## src/rtl/pcfg_pkg.sv

```systemverilog
package pcfg_pkg;
  localparam int REG_IDX_W = 6;
  typedef logic [REG_IDX_W-1:0] reg_idx_t;

  localparam reg_idx_t IDX_IDENT = 6'd0;
  localparam reg_idx_t IDX_CMD   = 6'd1;
  localparam reg_idx_t IDX_CLASS = 6'd2;
  localparam reg_idx_t IDX_BASE  = 6'd4;

  typedef struct packed {
    logic wr_cmd;
    logic wr_base;
    logic rd_acc;
  } acc_t;

  // Merge write data into an old word, one byte lane per enable bit.
  function automatic logic [31:0] lane_merge(input logic [31:0] old_v,
                                             input logic [31:0] new_v,
                                             input logic [3:0]  be);
    logic [31:0] r;
    for (int b = 0; b < 4; b++)
      r[8*b +: 8] = be[b] ? new_v[8*b +: 8] : old_v[8*b +: 8];
    return r;
  endfunction
endpackage

```

## src/rtl/pcfg_decode.sv

```systemverilog
module pcfg_decode
  import pcfg_pkg::*;
(
  input  logic     idsel,
  input  logic     cfg_sel,
  input  logic     cfg_we,
  input  reg_idx_t cfg_reg,
  output acc_t     acc
);
  logic live;

  always_comb begin
    live        = idsel && cfg_sel;
    acc.rd_acc  = live && !cfg_we;
    acc.wr_cmd  = live && cfg_we && (cfg_reg == IDX_CMD);
    acc.wr_base = live && cfg_we && (cfg_reg == IDX_BASE);
  end
endmodule

```

## src/rtl/pcfg_base.sv

```systemverilog
module pcfg_base #(
  parameter int       WIN_LOG2 = 16,
  parameter bit [3:0] TYPE_BITS = 4'b0000
) (
  input  logic        clk,
  input  logic        rst,
  input  logic        wr,
  input  logic [31:0] wdata,
  input  logic [3:0]  be,
  output logic [31:0] base_rd
);
  localparam logic [31:0] WMASK = ~((32'd1 << WIN_LOG2) - 32'd1);

  logic [31:0] base_q;
  logic [31:0] base_d;

  always_comb base_d = pcfg_pkg::lane_merge(base_q, wdata, be) & WMASK;

  always_ff @(posedge clk) begin
    if (rst)     base_q <= WMASK;
    else if (wr) base_q <= base_d;
  end

  assign base_rd = (base_q & WMASK) | {28'd0, TYPE_BITS};

  AST_BASE_HOLD: assert property (@(posedge clk) disable iff (rst)
    !wr |=> $stable(base_rd));
  AST_BASE_LOW_FIXED: assert property (@(posedge clk) disable iff (rst)
    wr |=> (base_rd[3:0] == TYPE_BITS));
endmodule

```

## src/rtl/pcfg_cmd.sv

```systemverilog
module pcfg_cmd (
  input  logic clk,
  input  logic rst,
  input  logic wr,
  input  logic be0,
  input  logic wbit,
  output logic mem_en
);
  always_ff @(posedge clk) begin
    if (rst)            mem_en <= 1'b0;
    else if (wr && be0) mem_en <= wbit;
  end

  AST_CMD_HOLD: assert property (@(posedge clk) disable iff (rst)
    !wr |=> $stable(mem_en));
endmodule

```

## src/rtl/pcfg_match.sv

```systemverilog
module pcfg_match #(
  parameter int WIN_LOG2 = 16
) (
  input  logic        clk,
  input  logic        rst,
  input  logic        mem_en,
  input  logic [31:0] base,
  input  logic [31:0] addr,
  output logic        hit
);
  localparam int HI_W = 32 - WIN_LOG2;

  always_ff @(posedge clk) begin
    if (rst) hit <= 1'b0;
    else     hit <= mem_en && (addr[31 -: HI_W] == base[31 -: HI_W]);
  end

  AST_HIT_NEEDS_EN: assert property (@(posedge clk) disable iff (rst)
    hit |-> $past(mem_en));
endmodule

```

## src/rtl/pcfg_target.sv

```systemverilog
module pcfg_target
  import pcfg_pkg::*;
#(
  parameter logic [15:0] VENDOR_ID  = 16'hC0DE,
  parameter logic [15:0] DEVICE_ID  = 16'h0A51,
  parameter logic [23:0] CLASS_CODE = 24'h030000,
  parameter logic [7:0]  REVISION   = 8'h01,
  parameter int          WIN_LOG2   = 16
) (
  input  logic        clk,
  input  logic        rst,
  input  logic        idsel,
  input  logic        cfg_sel,
  input  logic        cfg_we,
  input  logic [5:0]  cfg_reg,
  input  logic [31:0] cfg_wdata,
  input  logic [3:0]  cfg_be,
  output logic [31:0] cfg_rdata,
  output logic        cfg_rvalid,
  input  logic [31:0] mem_addr,
  output logic        mem_hit
);
  acc_t        acc;
  logic [31:0] base_rd;
  logic        mem_en;
  logic [31:0] rd_mux;

  pcfg_decode u_dec (
    .idsel(idsel), .cfg_sel(cfg_sel), .cfg_we(cfg_we),
    .cfg_reg(cfg_reg), .acc(acc)
  );

  pcfg_base #(.WIN_LOG2(WIN_LOG2), .TYPE_BITS(4'b0000)) u_base (
    .clk(clk), .rst(rst), .wr(acc.wr_base), .wdata(cfg_wdata),
    .be(cfg_be), .base_rd(base_rd)
  );

  pcfg_cmd u_cmd (
    .clk(clk), .rst(rst), .wr(acc.wr_cmd), .be0(cfg_be[0]),
    .wbit(cfg_wdata[1]), .mem_en(mem_en)
  );

  pcfg_match #(.WIN_LOG2(WIN_LOG2)) u_match (
    .clk(clk), .rst(rst), .mem_en(mem_en), .base(base_rd),
    .addr(mem_addr), .hit(mem_hit)
  );

  always_comb begin
    unique case (cfg_reg)
      IDX_IDENT: rd_mux = {DEVICE_ID, VENDOR_ID};
      IDX_CMD:   rd_mux = {30'd0, mem_en, 1'b0};
      IDX_CLASS: rd_mux = {CLASS_CODE, REVISION};
      IDX_BASE:  rd_mux = base_rd;
      default:   rd_mux = 32'd0;
    endcase
  end

  always_ff @(posedge clk) begin
    if (rst) begin
      cfg_rdata  <= 32'd0;
      cfg_rvalid <= 1'b0;
    end else begin
      cfg_rvalid <= acc.rd_acc;
      cfg_rdata  <= acc.rd_acc ? rd_mux : 32'd0;
    end
  end

  AST_READ_LATENCY: assert property (@(posedge clk) disable iff (rst)
    (idsel && cfg_sel && !cfg_we) |=> cfg_rvalid);
  AST_NO_IDSEL_QUIET: assert property (@(posedge clk) disable iff (rst)
    !idsel |=> !cfg_rvalid);
endmodule

```

## config.mk

```make
export PLATFORM = sky130hd
export DESIGN_NAME = pcfg_target
export DESIGN_NICKNAME = d
export VERILOG_FILES = /design/src/rtl/pcfg_pkg.sv /design/src/rtl/pcfg_decode.sv /design/src/rtl/pcfg_base.sv /design/src/rtl/pcfg_cmd.sv /design/src/rtl/pcfg_match.sv /design/src/rtl/pcfg_target.sv
export SDC_FILE = /design/constraint.sdc
export NUM_CORES = 1
export LEC_CHECK = 0
export ABC_AREA = 1
export BUFFER_PORTS_ARGS = -buffer_cell sky130_fd_sc_hd__buf_2
export CAP_MARGIN = 10
export CORE_ASPECT_RATIO = 1.1
export CORE_MARGIN = 2
export CORE_UTILIZATION = 36
export DETAILED_ROUTE_END_ITERATION = 10
export PLACE_DENSITY_LB_ADDON = 0.05
export REMOVE_ABC_BUFFERS = 1
export SLEW_MARGIN = 20
export SYNTH_ARGS = -nofsm -noshare
export SYNTH_HDL_FRONTEND = slang
export SYNTH_SLANG_ARGS = --single-unit
```

## constraint.sdc

```tcl
create_clock -name clk -period 0.85 [get_ports clk]
set_input_delay 0.085 -clock clk [delete_from_list [all_inputs] [get_ports clk]]
set_output_delay 0.085 -clock clk [all_outputs]
set_load 0.02 [all_outputs]
```

==> results of run 1 <==
worst paths after layout:
path	from	to	slack, ps	cells after the start
min	cfg_wdata[20]	u_base.base_q[20]	7	3
min reg2reg	u_base.base_q[18]	cfg_rdata[18]	460	2
max	u_base.base_q[19]	u_match.hit	-150	8
max reg2reg	u_base.base_q[19]	u_match.hit	-150	8
layout make-up:
cell class,instances,area (µm²),area share
tap,56,70.1,0.0259
inverter,36,145,0.0536
clock buffer,6,82.6,0.0305
sequential,38,785,0.290
timing repair buffer,116,841,0.311
multi-input combinational,155,785,0.290
cell families (layout without fill, tap and decap cells):
kind of cell              after synthesis  in the layout  synth area share
AOI/OAI and AO/OA                      11             11            0.0355
and+or+nand+nor                       131            132             0.348
DFF                                    38             38             0.440
buffers and inverters                  51            158             0.149
other                                   1              7           0.00217
xor gates and xnor gates                5              5            0.0253
state kept, by name (all words and copies together), names as in the netlist:
name,cells
cfg_rdata,19
u_base.base_q,16
u_cmd.mem_en,1
cfg_rvalid,1
u_match.hit,1
placed cells by master, fill, tap and decap left out, types with 12 or more instances in the layout:
cell and instances:
sky130_fd_sc_hd__inv_1 26, sky130_fd_sc_hd__buf_4 40, sky130_fd_sc_hd__nor2_1 17, sky130_fd_sc_hd__dfxtp_1 21, sky130_fd_sc_hd__buf_2 48, sky130_fd_sc_hd__dlygate4sd3_1 12, sky130_fd_sc_hd__nand2_1 73, sky130_fd_sc_hd__nand3_1 19
sky130_fd_sc_hd__buf_6 16, sky130_fd_sc_hd__dfxtp_2 16
repair_timing:
| action | CTS | global route |
|---|---|---|
| pin swaps | 4 | 15 |
| hold buffers | 10 | 2 |
| buffers inserted | 0 | 3 |
| gates cloned | 0 | 1 |
| gates resized for setup | 31 | 51 |
| hold endpoints to repair | 10 | 2 |
| setup endpoints to repair | 12 | 31 |
metal layers:
layer / up-vias / wire, µm
li1: 929 / -
met1: 732 / 1980
met2: 51 / 2160
met3: 5 / 216
met4: 0 / 63
met5: - / 0
critical path, stage by stage (launching register included):
cell and delay (ps):
sky130_fd_sc_hd__dfxtp_2 340, sky130_fd_sc_hd__inv_2 40, sky130_fd_sc_hd__nand2_2 80, sky130_fd_sc_hd__o21ai_2 60
sky130_fd_sc_hd__nor2_1 90, sky130_fd_sc_hd__nand2_1 80, sky130_fd_sc_hd__nor2_1 100, sky130_fd_sc_hd__nand2_1 70
sky130_fd_sc_hd__nor2_2 90
power breakdown:
part           total, mW  internal (mW)  switching, mW
sequential          1.78           1.78        0.00146
combinational      0.356          0.176          0.180
clock               1.23          0.626          0.608
total               3.37           2.58          0.790
per-stage QoR:
stage	cells	total power, mW
finish	407	3.37
global route	407	3.51
CTS	401	3.36
detailed placement	385	2.12
global placement	385	2.12
floorplan	228	1.94
==> metrics, run 1 <==
status finished, violations left; failing checks negative setup slack; count of buffers from port buffering 73; total number of placement rows 26; layout overhead on the synthesized area 56.6%; routed via count divided by cell count between 4 and 5; M1 GR Usage 0.197; number of buffers created by CTS 5; filler instances 470; detailed-placement wirelength estimate approximately 3200 µm; startpoint type of the worst setup path flip-flop; area share of the largest cell type after synthesis 0.440; final hold violation count 0; post-synthesis register bit count 38; Max Freq 1000 MHz; total number of vias 1717; P per Cell Area 1240 mW/mm²; insertion delay of the later-clocked pin in the worst-skew pair 290 ps; Remaining DRCs 0; Unique masters post-synth 25; register area share after synthesis 0.440; number of global-route vias before repair 1539; share of flip-flops with an asynchronous set or reset after synthesis 0; kind of critical path reg -> reg; CTS tree built; remaining antenna violation count after routing 0; core region area 0.00465 mm²; post-synth design cell area around 0.0017 mm²; Post-Route Setup TNS -633 ps; worst hold path class in -> reg; maximum net fanout on the critical path 2; worst setup skew after layout 5.86 ps; summed area of non-filler cells in the final layout 0.00271 mm²; total leakage power 1.55 nW; share of layout cells above drive strength 1 0.447; Setup Viol. Count Final 10; Min Clock Period, post-route 999 ps; largest cells by area after synthesis sky130_fd_sc_hd__dfxtp_1, sky130_fd_sc_hd__nand2_1, sky130_fd_sc_hd__inv_1, sky130_fd_sc_hd__buf_4, sky130_fd_sc_hd__nand3_1; number of synthesized flops with an enable pin 0; met3 track demand over resource 0.0512; Slew Limit Fails 0; GR Overflow Total 0; required time worst endpoint 1080 ps; final hold slack 6.82 ps; initial antenna violation count 0; cell with the most instances after synthesis sky130_fd_sc_hd__nand2_1; pin count of the biggest net entering global routing 18; most frequent cells after synthesis sky130_fd_sc_hd__nand2_1, sky130_fd_sc_hd__dfxtp_1, sky130_fd_sc_hd__inv_1; most heavily used metal layer in global routing met2; GP Congestion approximately 0.73; post-placement cell area ~0.0023 mm²; worst slack, placed -239 ps; Avg Synthesized Cell Area 7.30 µm²; number of clock sinks 38; initial detailed-routing violation count 64; # Max-Cap Violations 0; first-pass iteration count of the detailed router 4; Final WS setup -149 ps; maximum root-to-sink buffer count 2; die outline height between 70 and 80 µm; dominant cell type by area after synthesis sky130_fd_sc_hd__dfxtp_1; global-route wire length before repair a little under 7000 µm; Clock transition at path regs 70 ps; most used flip-flop cell after synthesis sky130_fd_sc_hd__dfxtp_1; Yosys warning total 0; setup repair after global routing missed its margin true; fraction of the core area covered by cells at the end of the flow 0.582; DIE AREA 0.00537 mm²; post-synthesis instance total 237; average wire length per cell after detail routing roughly 11 µm; worst supply voltage drop on vdd 969 µV; period utilization 1.18; nets 431; met2 track utilization from global routing 0.272; clock root cell sky130_fd_sc_hd__clkbuf_8; Initial Utilization 0.372; die width 70.1 µm; Total GRT Usage 0.163; number of antenna diodes 0; num ports 113; critical path capture point type flip-flop; final routed wirelength across all metal layers 4420 µm; number of H-tree branching levels 2; data arrival time of the critical path 1230 ps
(Power assumes the default switching activity.)
==> run 2: changes to the inputs <==
--- a/config.mk
+++ b/config.mk
@@ -11,6 +11,7 @@
 export CORE_ASPECT_RATIO = 1.1
 export CORE_MARGIN = 2
 export CORE_UTILIZATION = 36
+export CTS_BUF_LIST = sky130_fd_sc_hd__clkbuf_4
 export DETAILED_ROUTE_END_ITERATION = 10
 export PLACE_DENSITY_LB_ADDON = 0.05
 export REMOVE_ABC_BUFFERS = 1
==> constraint.sdc (replaced) <==
create_clock -name clk -period 1.3 [get_ports clk]
set_input_delay 0.13 -clock clk [delete_from_list [all_inputs] [get_ports clk]]
set_output_delay 0.13 -clock clk [all_outputs]
set_load 0.02 [all_outputs]
==> run 2 against run 1 <==
  * The run now ends clean
  * Clock power decreased by 50%
  * Combinational power decreased by 40%
  * Cell count decreased by 5.7%
  * Wire length decreased by 7.8%
  * Clock-buffer cell count unchanged
  * Non-clock buffer count decreased by 24
  * Sequential share of layout area increased by 3.9 points
==> metrics, run 2 (same netlist as run 1, synthesis figures left out) <==
period utilization 0.818; number of clock sinks 38 (unchanged); Setup Viol. Count Final 0 (was 10); crit-path cells buf_2 (was inv_2, nand2_2, o21ai_2, nor2_1, nand2_1, nor2_1, nand2_1, nor2_2); met3 track demand over resource 0.0486 (was 0.0512); Total GRT Usage 0.157 (was 0.163); number of H-tree branching levels 2 (unchanged); Remaining DRCs 0 (unchanged); number of global-route vias before repair 1517 (was 1539); worst supply voltage drop on vdd 539 µV (was 969 µV); startpoint type of the worst setup path flip-flop (unchanged); status complete, no violations (was finished, violations left); Min Clock Period, post-route 1060 ps; maximum root-to-sink buffer count 2 (unchanged); number of flip-flops under the largest register name 19 (unchanged); total number of placement rows 26 (unchanged); summed area of non-filler cells in the final layout 0.00231 mm² (was 0.00271 mm²); critical path capture point type output pin (was flip-flop); number of antenna diodes 0 (unchanged); met2 track utilization from global routing 0.254 (was 0.272); final hold slack 75.7 ps (was 6.82 ps); post-placement cell area 0.00210 mm² (was 0.00228 mm²); Slew Limit Fails 0 (unchanged); commonest non-fill, non-tap cell in the layout sky130_fd_sc_hd__nand2_1 (unchanged); most heavily used metal layer in global routing met2 (unchanged); # resized after CTS 0 (was 31); commonest cells after routing, fill and taps aside sky130_fd_sc_hd__nand2_1, sky130_fd_sc_hd__buf_2, sky130_fd_sc_hd__dfxtp_1 (was sky130_fd_sc_hd__nand2_1, sky130_fd_sc_hd__buf_2, sky130_fd_sc_hd__buf_4); initial antenna violation count 0 (unchanged); register bank with the most flops cfg_rdata (unchanged); P per Cell Area 861 mW/mm² (was 1240 mW/mm²); DIE AREA 0.00537 mm² (unchanged); worst stage delay on the critical path 400 ps (was 340 ps); CTS tree built (unchanged); number of buffers created by CTS 5 (unchanged); required time worst endpoint 1170 ps (was 1080 ps); initial detailed-routing violation count 43 (was 64); total leakage power 1.41 nW (was 1.55 nW); data arrival time of the critical path 930 ps (was 1230 ps); nets 406 (was 431); num ports 113 (unchanged); worst hold path class in -> reg (unchanged); Clock transition at path regs 110 ps (was 70 ps); die outline height 76.7 µm (unchanged); layout overhead on the synthesized area 33.6% (was 56.6%); # Max-Cap Violations 0 (unchanged); GP Congestion 0.726 (was 0.728); maximum net fanout on the critical path 7 (was 2); total number of vias 1634 (was 1717); routed via count divided by cell count 4.26 (was 4.22); clock root cell sky130_fd_sc_hd__clkbuf_4 (was sky130_fd_sc_hd__clkbuf_8); global-route wire length before repair 6640 µm (was 6800 µm); kind of critical path reg -> out (was reg -> reg); GR Overflow Total 0 (unchanged); Worst Path Buf+Inv 1 (unchanged); worst setup skew after layout 3.60 ps (was 5.86 ps); pin count of the biggest net entering global routing 18 (unchanged); remaining antenna violation count after routing 0 (unchanged); setup repair after global routing missed its margin false (was true); final routed wirelength across all metal layers 4080 µm (was 4420 µm); first-pass iteration count of the detailed router 4 (unchanged); Post-Route Setup TNS 0 ps (was -633 ps); multi-input gate area in the final layout 733 µm² (was 785 µm²); count of buffers from port buffering 73 (unchanged); filler instances 483 (was 470); insertion delay of the later-clocked pin in the worst-skew pair 340 ps (was 290 ps); detailed-placement wirelength estimate 3060 µm (was 3190 µm); die width 70.1 µm (unchanged); final hold violation count 0 (unchanged); register area 761 µm² (was 785 µm²); share of layout cells above drive strength 1 0.293 (was 0.447); M1 GR Usage 0.197 (about the same); cell family contributing the most delay on the critical path flip-flops (was simple AND/OR/NAND/NOR gates); Max Freq 940 MHz; Initial Utilization 0.372 (unchanged); Top Registers cfg_rdata: 19 flops, u_base.base_q: 16 flops (unchanged); CP max-delay cell sky130_fd_sc_hd__dfxtp_1 (was sky130_fd_sc_hd__dfxtp_2); average wire length per cell after detail routing 10.6 µm (was 10.9 µm); core region area 0.00465 mm² (unchanged)
run 2: cell types whose count changed in the layout (fill, tap and decap cells not counted), moves of 4 or more:
cell and delta:
sky130_fd_sc_hd__buf_4 -37, sky130_fd_sc_hd__buf_2 +25, sky130_fd_sc_hd__dfxtp_1 +17, sky130_fd_sc_hd__buf_6 -16, sky130_fd_sc_hd__dfxtp_2 -16, sky130_fd_sc_hd__inv_1 +7
sky130_fd_sc_hd__inv_2 -7, sky130_fd_sc_hd__clkbuf_4 +6, sky130_fd_sc_hd__clkbuf_8 -6, sky130_fd_sc_hd__dlygate4sd3_1 +4, sky130_fd_sc_hd__nor2_1 +4, sky130_fd_sc_hd__o21ai_0 +4
run 2: cell type report:
cell class	count	area share
clock buffers	6	0.0195
clock inverters	2	0.00379
inverters	36	0.0628
multi-input cells	154	0.317
flip-flops and latches	38	0.329
well taps	56	0.0303
repair buffers	92	0.237
run 2: power by group:
part | internal (mW) | total (mW) | leakage (nW) | switching, mW
registers | 1.17 | 1.17 | 0.307 | 0.000776
logic | 0.107 | 0.213 | 1.07 | 0.107
clock network | 0.224 | 0.610 | 0.0331 | 0.386
total | 1.50 | 1.99 | 1.41 | 0.493
run 2: path summary, 6_finish.rpt:
check,slack [ps],depth (start not counted),to,startpoint
max,240,1,cfg_rdata[4],cfg_rdata[15]
min,80,3,cfg_rdata[0],cfg_reg[1]
max reg2reg,280,8,u_match.hit,u_base.base_q[22]
min reg2reg,460,2,cfg_rdata[30],u_base.base_q[30]
run 2: through the flow:
stage	utilization	setup WS [ps]	instances	total power [mW]
after floorplan	-	3.34	228	1.27
after global placement	0.451	103	360	1.37
after detailed placement	0.451	81.9	360	1.37
after CTS	0.497	204	384	2.03
after global routing	0.497	123	384	2.09
final	0.497	237	384	1.99
run 2: repair_timing:
item	CTS	global route
setup buffers	0	0
hold buffers	16	0
endpoints found under the hold margin	16	0
run 2: routing by layer:
| metal | vias up | part of all wire |
|---|---|---|
| li1 | 880 | - |
| met1 | 696 | 0.47 |
| met2 | 52 | 0.45 |
| met3 | 6 | 0.063 |
| met4 | 0 | 0.015 |
| met5 | - | 0 |
